<file path="src/rtl/io_ls_pkg.sv">
package io_ls_pkg;
  typedef enum logic [2:0] {
    ST_IDLE, ST_H_DRV, ST_H_SMP, ST_Z_DRV, ST_Z_SMP, ST_L_DRV, ST_L_SMP
  } st_e;

  typedef enum logic [1:0] {PH_HIGH, PH_FLOAT, PH_LOW} ph_e;

  localparam logic [1:0] MODE_DIRECT = 2'd0;
  localparam logic [1:0] MODE_VREF   = 2'd1;
  localparam logic [1:0] MODE_DIFF   = 2'd2;
endpackage

</file>
<file path="src/rtl/io_ls_seq.sv">
module io_ls_seq
  import io_ls_pkg::*;
(
  input  logic clk_i,
  input  logic rst_ni,
  input  logic start_i,
  output logic busy_o,
  output logic drive_en_o,
  output logic drive_val_o,
  output logic smp_o,
  output logic clr_o,
  output logic done_o,
  output ph_e  ph_o
);
  st_e  st_q, st_d;
  logic done_q;

  always_comb begin
    st_d = st_q;
    unique case (st_q)
      ST_IDLE:  if (start_i) st_d = ST_H_DRV;
      ST_H_DRV: st_d = ST_H_SMP;
      ST_H_SMP: st_d = ST_Z_DRV;
      ST_Z_DRV: st_d = ST_Z_SMP;
      ST_Z_SMP: st_d = ST_L_DRV;
      ST_L_DRV: st_d = ST_L_SMP;
      ST_L_SMP: st_d = ST_IDLE;
      default:  st_d = ST_IDLE;
    endcase
  end

  always_ff @(posedge clk_i or negedge rst_ni) begin
    if (!rst_ni) begin
      st_q   <= ST_IDLE;
      done_q <= 1'b0;
    end else begin
      st_q   <= st_d;
      done_q <= (st_q == ST_L_SMP);
    end
  end

  always_comb begin
    ph_o = PH_HIGH;
    unique case (st_q)
      ST_Z_DRV, ST_Z_SMP: ph_o = PH_FLOAT;
      ST_L_DRV, ST_L_SMP: ph_o = PH_LOW;
      default:            ph_o = PH_HIGH;
    endcase
  end

  assign busy_o      = (st_q != ST_IDLE);
  assign drive_en_o  = (st_q == ST_H_DRV) || (st_q == ST_H_SMP) ||
                       (st_q == ST_L_DRV) || (st_q == ST_L_SMP);
  assign drive_val_o = (st_q == ST_H_DRV) || (st_q == ST_H_SMP);
  assign smp_o       = (st_q == ST_H_SMP) || (st_q == ST_Z_SMP) || (st_q == ST_L_SMP);
  assign clr_o       = start_i && (st_q == ST_IDLE);
  assign done_o      = done_q;
endmodule

</file>
<file path="src/rtl/io_ls_sel.sv">
module io_ls_sel
  import io_ls_pkg::*;
#(
  parameter int N_PADS = 8
) (
  input  logic [1:0]        mode_i,
  input  logic [N_PADS-1:0] direct_i,
  input  logic [N_PADS-1:0] vref_i,
  input  logic [N_PADS-1:0] diff_i,
  output logic [N_PADS-1:0] rd_o
);
  for (genvar i = 0; i < N_PADS; i++) begin : g_pad
    always_comb begin
      unique case (mode_i)
        MODE_VREF: rd_o[i] = vref_i[i];
        MODE_DIFF: rd_o[i] = diff_i[i];
        default:   rd_o[i] = direct_i[i];
      endcase
    end
  end
endmodule

</file>
<file path="src/rtl/io_ls_cmp.sv">
module io_ls_cmp
  import io_ls_pkg::*;
#(
  parameter int                 N_PADS   = 8,
  parameter logic [N_PADS-1:0]  PULL_EN  = '0,
  parameter logic [N_PADS-1:0]  PULL_VAL = '0
) (
  input  logic              clk_i,
  input  logic              rst_ni,
  input  logic              clr_i,
  input  logic              smp_i,
  input  ph_e               ph_i,
  input  logic [N_PADS-1:0] rd_i,
  output logic [N_PADS-1:0] err_o
);
  for (genvar i = 0; i < N_PADS; i++) begin : g_pad
    logic exp_b, chk_b;

    always_comb begin
      unique case (ph_i)
        PH_HIGH:  begin exp_b = 1'b1;        chk_b = 1'b1;        end
        PH_FLOAT: begin exp_b = PULL_VAL[i]; chk_b = PULL_EN[i];  end
        default:  begin exp_b = 1'b0;        chk_b = 1'b1;        end
      endcase
    end

    always_ff @(posedge clk_i or negedge rst_ni) begin
      if (!rst_ni)                                 err_o[i] <= 1'b0;
      else if (clr_i)                              err_o[i] <= 1'b0;
      else if (smp_i && chk_b && (rd_i[i] != exp_b)) err_o[i] <= 1'b1;
    end
  end
endmodule

</file>
<file path="src/rtl/io_loop_stress.sv">
module io_loop_stress
  import io_ls_pkg::*;
#(
  parameter int                N_PADS   = 8,
  parameter logic [N_PADS-1:0] PULL_EN  = 8'b1011_0110,
  parameter logic [N_PADS-1:0] PULL_VAL = 8'b1001_0100
) (
  input  logic              clk_i,
  input  logic              rst_ni,
  input  logic              start_i,
  input  logic [1:0]        mode_i,
  input  logic [N_PADS-1:0] pad_direct_i,
  input  logic [N_PADS-1:0] pad_vref_i,
  input  logic [N_PADS-1:0] pad_diff_i,
  output logic [N_PADS-1:0] pad_out_o,
  output logic [N_PADS-1:0] pad_oe_o,
  output logic              busy_o,
  output logic              done_o,
  output logic [N_PADS-1:0] err_o,
  output logic              err_any_o
);
  logic drive_en, drive_val, smp, clr;
  ph_e  ph;
  logic [N_PADS-1:0] rd;

  io_ls_seq i_seq (
    .clk_i       (clk_i),
    .rst_ni      (rst_ni),
    .start_i     (start_i),
    .busy_o      (busy_o),
    .drive_en_o  (drive_en),
    .drive_val_o (drive_val),
    .smp_o       (smp),
    .clr_o       (clr),
    .done_o      (done_o),
    .ph_o        (ph)
  );

  io_ls_sel #(.N_PADS(N_PADS)) i_sel (
    .mode_i   (mode_i),
    .direct_i (pad_direct_i),
    .vref_i   (pad_vref_i),
    .diff_i   (pad_diff_i),
    .rd_o     (rd)
  );

  io_ls_cmp #(.N_PADS(N_PADS), .PULL_EN(PULL_EN), .PULL_VAL(PULL_VAL)) i_cmp (
    .clk_i  (clk_i),
    .rst_ni (rst_ni),
    .clr_i  (clr),
    .smp_i  (smp),
    .ph_i   (ph),
    .rd_i   (rd),
    .err_o  (err_o)
  );

  for (genvar i = 0; i < N_PADS; i++) begin : g_cell
    assign pad_oe_o[i]  = drive_en;
    assign pad_out_o[i] = drive_en & drive_val;
  end

  assign err_any_o = |err_o;
endmodule

</file>
<file path="config.mk">
export PLATFORM = sky130hd
export DESIGN_NAME = io_loop_stress
export DESIGN_NICKNAME = d
export VERILOG_FILES = /design/src/rtl/io_ls_pkg.sv /design/src/rtl/io_ls_seq.sv /design/src/rtl/io_ls_sel.sv /design/src/rtl/io_ls_cmp.sv /design/src/rtl/io_loop_stress.sv
export SDC_FILE = /design/constraint.sdc
export NUM_CORES = 1
export LEC_CHECK = 0
export ABC_AREA = 1
export BUFFER_PORTS_ARGS = -buffer_cell sky130_fd_sc_hd__buf_4
export CAP_MARGIN = 30
export CORE_ASPECT_RATIO = 0.5
export CORE_MARGIN = 2
export CORE_UTILIZATION = 30
export DETAILED_ROUTE_END_ITERATION = 8
export SETUP_SLACK_MARGIN = 0.1
export SLEW_MARGIN = 25
export SYNTH_ARGS = -nofsm -noshare
export SYNTH_HDL_FRONTEND = slang
export SYNTH_SLANG_ARGS = --single-unit
</file>
<file path="constraint.sdc">
create_clock -name clk_i -period 3.4 [get_ports clk_i]
set_input_delay 0.68 -clock clk_i [delete_from_list [all_inputs] [get_ports clk_i]]
set_output_delay 0.68 -clock clk_i [all_outputs]
set_load 0.01 [all_outputs]
</file>
## Word-level counts from Yosys, hierarchy flattened

Cells that the tools add are included.
W data, S select, Z words.

- Register bits: 12
- Input bits: 29

- Equality and inequality tests: 18
- Mux-type cells: 30
- Bitwise operators: 1
- Reduce and logical (&&, ||, !) cells: 30

Operator list:

| cell | count |
|---|---|
| $mux W1 | 19 |
| $pmux W3 S6 | 1 |
| $pmux W1 S2 | 8 |
| $reduce_bool A2 Y1 | 8 |
| $logic_and A1 B1 Y1 | 10 |
| $eq A3 B3 Y1 const B | 3 |
| $ne A1 B1 Y1 | 8 |
| $reduce_or A8 Y1 | 1 |
| $eq A3 B2 Y1 const B | 2 |
| $reduce_or A2 Y1 | 3 |
| $logic_or A1 B1 Y1 | 5 |
| $eq A2 B1 Y1 const B | 2 |
| $pmux W2 S2 | 1 |
| $eq A3 B1 Y1 const B | 1 |
| $logic_not A3 Y1 | 1 |
| $mux W3 | 1 |
| $reduce_bool A3 Y1 | 1 |
| $eq A2 B2 Y1 const B | 1 |
| $logic_not A2 Y1 | 1 |
| $ne A2 B2 Y1 const B | 1 |
| $and A1 B1 Y1 | 1 |

## Logic depth before layout (Yosys ltp)

- Depth in word-level cells: 10
- Depth in mapped cells: 10
- Gate-level depth less buffers: 9

## Cells and area by module

From an unflattened synthesis, not the netlist that was laid out.

- Cell total of the unflattened synthesis: 194
- Area total of the unflattened synthesis: 1189.9 um^2

By module, submodules not included:

| module | times used | cells an instance | area an instance (um^2) |
|---|---|---|---|
| io_ls_cmp | 1 | 66 | 475.5 |
| io_ls_seq | 1 | 40 | 295.3 |
| io_ls_sel | 1 | 56 | 242.7 |
| io_loop_stress | 1 | 32 | 176.4 |

## Worst setup path before layout

OpenSTA, ideal clock, no wires.

- Path kind: register to output
- Start: reg i_seq.st_q[1]
- End: out pad_out_o[1]
- Arrival: 1.316 ns
- Data required time: 2.720 ns
- Slack: 1.404 ns
- Cell stages (with the launch flop): 5
- Cell sequence: dfrtp_1 > inv_1 > ha_1 > o211a_1 > buf_4

- Longest elaborated chain between the ends: 5

Ends and longest elaborated chain:

| what | line | source |
|---|---|---|
| start, declared | io_ls_seq.sv:15 | `st_e st_q, st_d;` |
| start signal, assigned | io_ls_seq.sv:37 | `st_q <= st_d;` |
| $eq A3 B1 Y1 / $eq A3 B2 Y1 (equally long branches) | io_ls_seq.sv:52 | `assign drive_en_o = (st_q == ST_H_DRV) \|\| (st_q == ST_H_SMP) \|\|` |
| $logic_or A1 B1 Y1 (2 in a row) | io_ls_seq.sv:52 |  |
| $logic_or A1 B1 Y1 * | io_ls_seq.sv:53 | `(st_q == ST_L_DRV) \|\| (st_q == ST_L_SMP);` |
| named net drive_en | io_loop_stress.sv:22 | `logic drive_en, drive_val, smp, clr;` |
| $and A1 B1 Y1 * | n/a |  |
| end, declared | io_loop_stress.sv:15 | `output logic [N_PADS-1:0] pad_out_o,` |

Mark *: on every way through the listed nets, which the timed path passes. The rest lies on a longest branch.

## Worst setup path in the final report

- Start: reg i_seq.st_q[1]
- End: out pad_out_o[0]

- Longest elaborated chain between the ends: 5

Ends and longest elaborated chain:

| what | line | source |
|---|---|---|
| $eq A3 B1 Y1 / $eq A3 B2 Y1 (equally long branches) | io_ls_seq.sv:52, io_ls_seq.sv:54 |  |
| $logic_or A1 B1 Y1 | io_ls_seq.sv:52, io_ls_seq.sv:54 |  |
| $logic_or A1 B1 Y1 | io_ls_seq.sv:52 |  |
| $logic_or A1 B1 Y1 | io_ls_seq.sv:53 |  |
| $and A1 B1 Y1 * | io_loop_stress.sv:59 | `assign pad_out_o[i] = drive_en & drive_val;` |

Mark *: on every way between the ends. The rest lies on a longest branch, timed or not.

==> results.ini <==
[critical_path]
worstPathCellList = inv_1 > ha_1 > o211a_1 > buf_4
critPathSlowestCell = ha_1
cp-end-kind = primary output
critPathKind = reg -> out
path_buf_inv = 2
critPathRequiredTime_ps = 2720
worstSetupStartpointType = flip-flop
cp_data_arrival_time_ps = 1640
cpLargestDelayFamily = adder cells
max_stage_delay_ps = 420
crit_fanout = 9

[clocking]
cts_hold_buffers = 0
clkTransAtPathRegs_ps = 50
clockBufferDepth = 2
postCtsSetupRepairBufs = 0
numClockSinks = 12
cts_repair_resize_count = 0
cts_tree = done
htree_levels = 1
cts_root_buf = clkbuf_8
cts_buffers = 3
clock_latency_ps = 240

[global_route]
grt_pass1_wl_mm = 4.58
grt_pass1_vias = 1075
grt_max_degree = 22
antenna_found_initial = 0
grt_overflow = 0
track_usage_pct = 13.1

[floorplanning]
fp.dieH_um = 47.1
dieWidth_um = 90.1
start_util_pct = 31.9
row_count = 15
die_area_um2 = 4240
core_um2 = 3490
io_pins = 56

[flow_run]
cap_violations = 0

[power]
p_switching_mw = 0.574
switching_share_pct = 44.1
p_per_area_nw_per_um2 = 863
peakVddDrop_uv = 422
p_clk_share_pct = 11.7
p_comb_share_pct = 66.9
seq_power_share_pct = 21.4
p_int_mw = 0.727
p_leak_nw = 0.868

[placement]
place_hpwl_mm = 2.16
placedCellCount = 263
gp_congestion = 0.825
numPortBuffers = 55

[timing]
slew-limit-headroom_pct = 65.2
fin_crit_ps = 2320
hold_viol_final = 0
rsz0062_at_grt = no
tightest_slew_ps = 520
finalClockSkew_ps = 0.635
drv_slew = 0
setup_viol = 0
finalCritPeriodShare_pct = 68.3
fmax_mhz = 431
tns_ps = 0

[synth]
asyncSetResetFlopFracSynth_pct = 100
yosysTopAreaCellShare_pct = 27.0
synth_cell_types = 20
yosys-top-cells-area = dfrtp_1, nand2_1, buf_4, nand3_1, ha_1
synth-seq-area-share_pct = 27.0
syn-instance-count = 176
netlist_area_um2 = 1110
synthFlopType = dfrtp_1
synth_nets = 212
synth-seq-cells = 12
synth_edf_count = 0
yosys_warnings = 0
synth_top_area_cell = dfrtp_1
avgSynthCellArea_um2 = 6.32

[detailed_routing]
drc = 0
vias = 1140
drt_wl_total_mm = 2.54
viasPerCell = 4.27
detail_route.wl_per_cell_um = 9.51
drt_iter0_markers = 58
firstDrtPassIters = 4
final_antenna_net_count = 0

[finish]
drive_above_1_share_pct = 28.7
most-common-layout-cells = nand2_1, buf_4, nand3_1
multi_input_area_um2 = 604
area_growth_pct = 35.5
mostFrequentLayoutCell = nand2_1
diodes = 0
seqCellArea_um2 = 300
layout.cells.non_filler = 267
fillers = 382
fin_nets = 253

[hold_path]
hold_class = in -> async

[outcome]
status = finished clean

-- worst paths after layout --
path / slack (ps) / start / to / cells after the start
max in group asynchronous: 2980 / rst_ni / i_seq.st_q[0]$_DFFE_PN0P_ / 1
worst max register to register: 1770 / i_seq.st_q[0]$_DFFE_PN0P_ / i_cmp.err_o[3]$_DFFE_PN0P_ / 8
worst min register to register: 540 / i_cmp.err_o[6]$_DFFE_PN0P_ / i_cmp.err_o[6]$_DFFE_PN0P_ / 2
min in group clk_i: 540 / i_cmp.err_o[6]$_DFFE_PN0P_ / i_cmp.err_o[6]$_DFFE_PN0P_ / 2
worst max-delay path: 1080 / i_seq.st_q[1]$_DFFE_PN0P_ / pad_out_o[0] / 4
worst min-delay path: 270 / rst_ni / i_cmp.err_o[0]$_DFFE_PN0P_ / 1
-- metrics by stage --
stage / utilization, % / hold WS [ps] / area [um2] / setup slack (ps) / power [mW]
after detailed placement: 41.6 / 527 / 1450 / 1300 / 1.16
after CTS: 43.2 / 271 / 1510 / 1040 / 1.32
after global placement: 41.6 / 528 / 1450 / 1370 / 1.15
after floorplan: - / 384 / 1110 / 1400 / 0.931
after global routing: 43.2 / 274 / 1510 / 923 / 1.44
final: 43.2 / 269 / 1510 / 1080 / 1.30
-- final cells by class --
type | count | share of cell area [%]
sequential | 12 | 19.9
tap | 51 | 4.23
clock buffer | 4 | 3.65
timing repair buffer | 55 | 27.4
multi-input combinational | 126 | 40.1
inverter | 19 | 4.73
-- power by group through the flow --
stage               Sequential, mW  Combinational [mW]  Clock, mW
floorplan                    0.295               0.636          0
global placement             0.281               0.872          0
detailed placement           0.283               0.882          0
CTS                          0.279               0.885      0.157
global route                 0.294               0.986      0.164
finish                       0.279               0.870      0.152
-- cell families (layout without fill, tap and decap cells) --
logic type      after synthesis  count (layout)  share of synthesized area, %
flops                        12              12                          27.0
fa+ha+maj                     7               7                          7.87
compound gates               13              13                          6.30
buf+inv                      38              78                          18.7
simple gates                106             106                          40.2
-- sequential cells by signal, indices dropped and copies added, names as in the netlist --
| register | flops |
|---|---|
| i_seq.done_o | 1 |
| i_cmp.err_o | 8 |
| i_seq.st_q | 3 |
-- synthesized netlist by cell type (2+ instances only) --
cell type / count
buf_4: 15
nor4_1: 2
inv_2: 2
nand2_1: 71
nor2_1: 6
dfrtp_1: 12
or2_0: 5
ha_1: 7
a21oi_1: 10
nand3_1: 19
or2_1: 2
inv_1: 17
-- metal layers --
metal | GRT usage, % | share of wire (%) | up-vias
met1 | 17.3 | 48 | 501
met5 | 0 | 0 | -
met3 | 3.53 | 6.0 | 0
met2 | 23.0 | 46 | 28
li1 | - | - | 611
met4 | 1.85 | 0 | 0
Note: power is estimated with default switching activity, not from simulation.
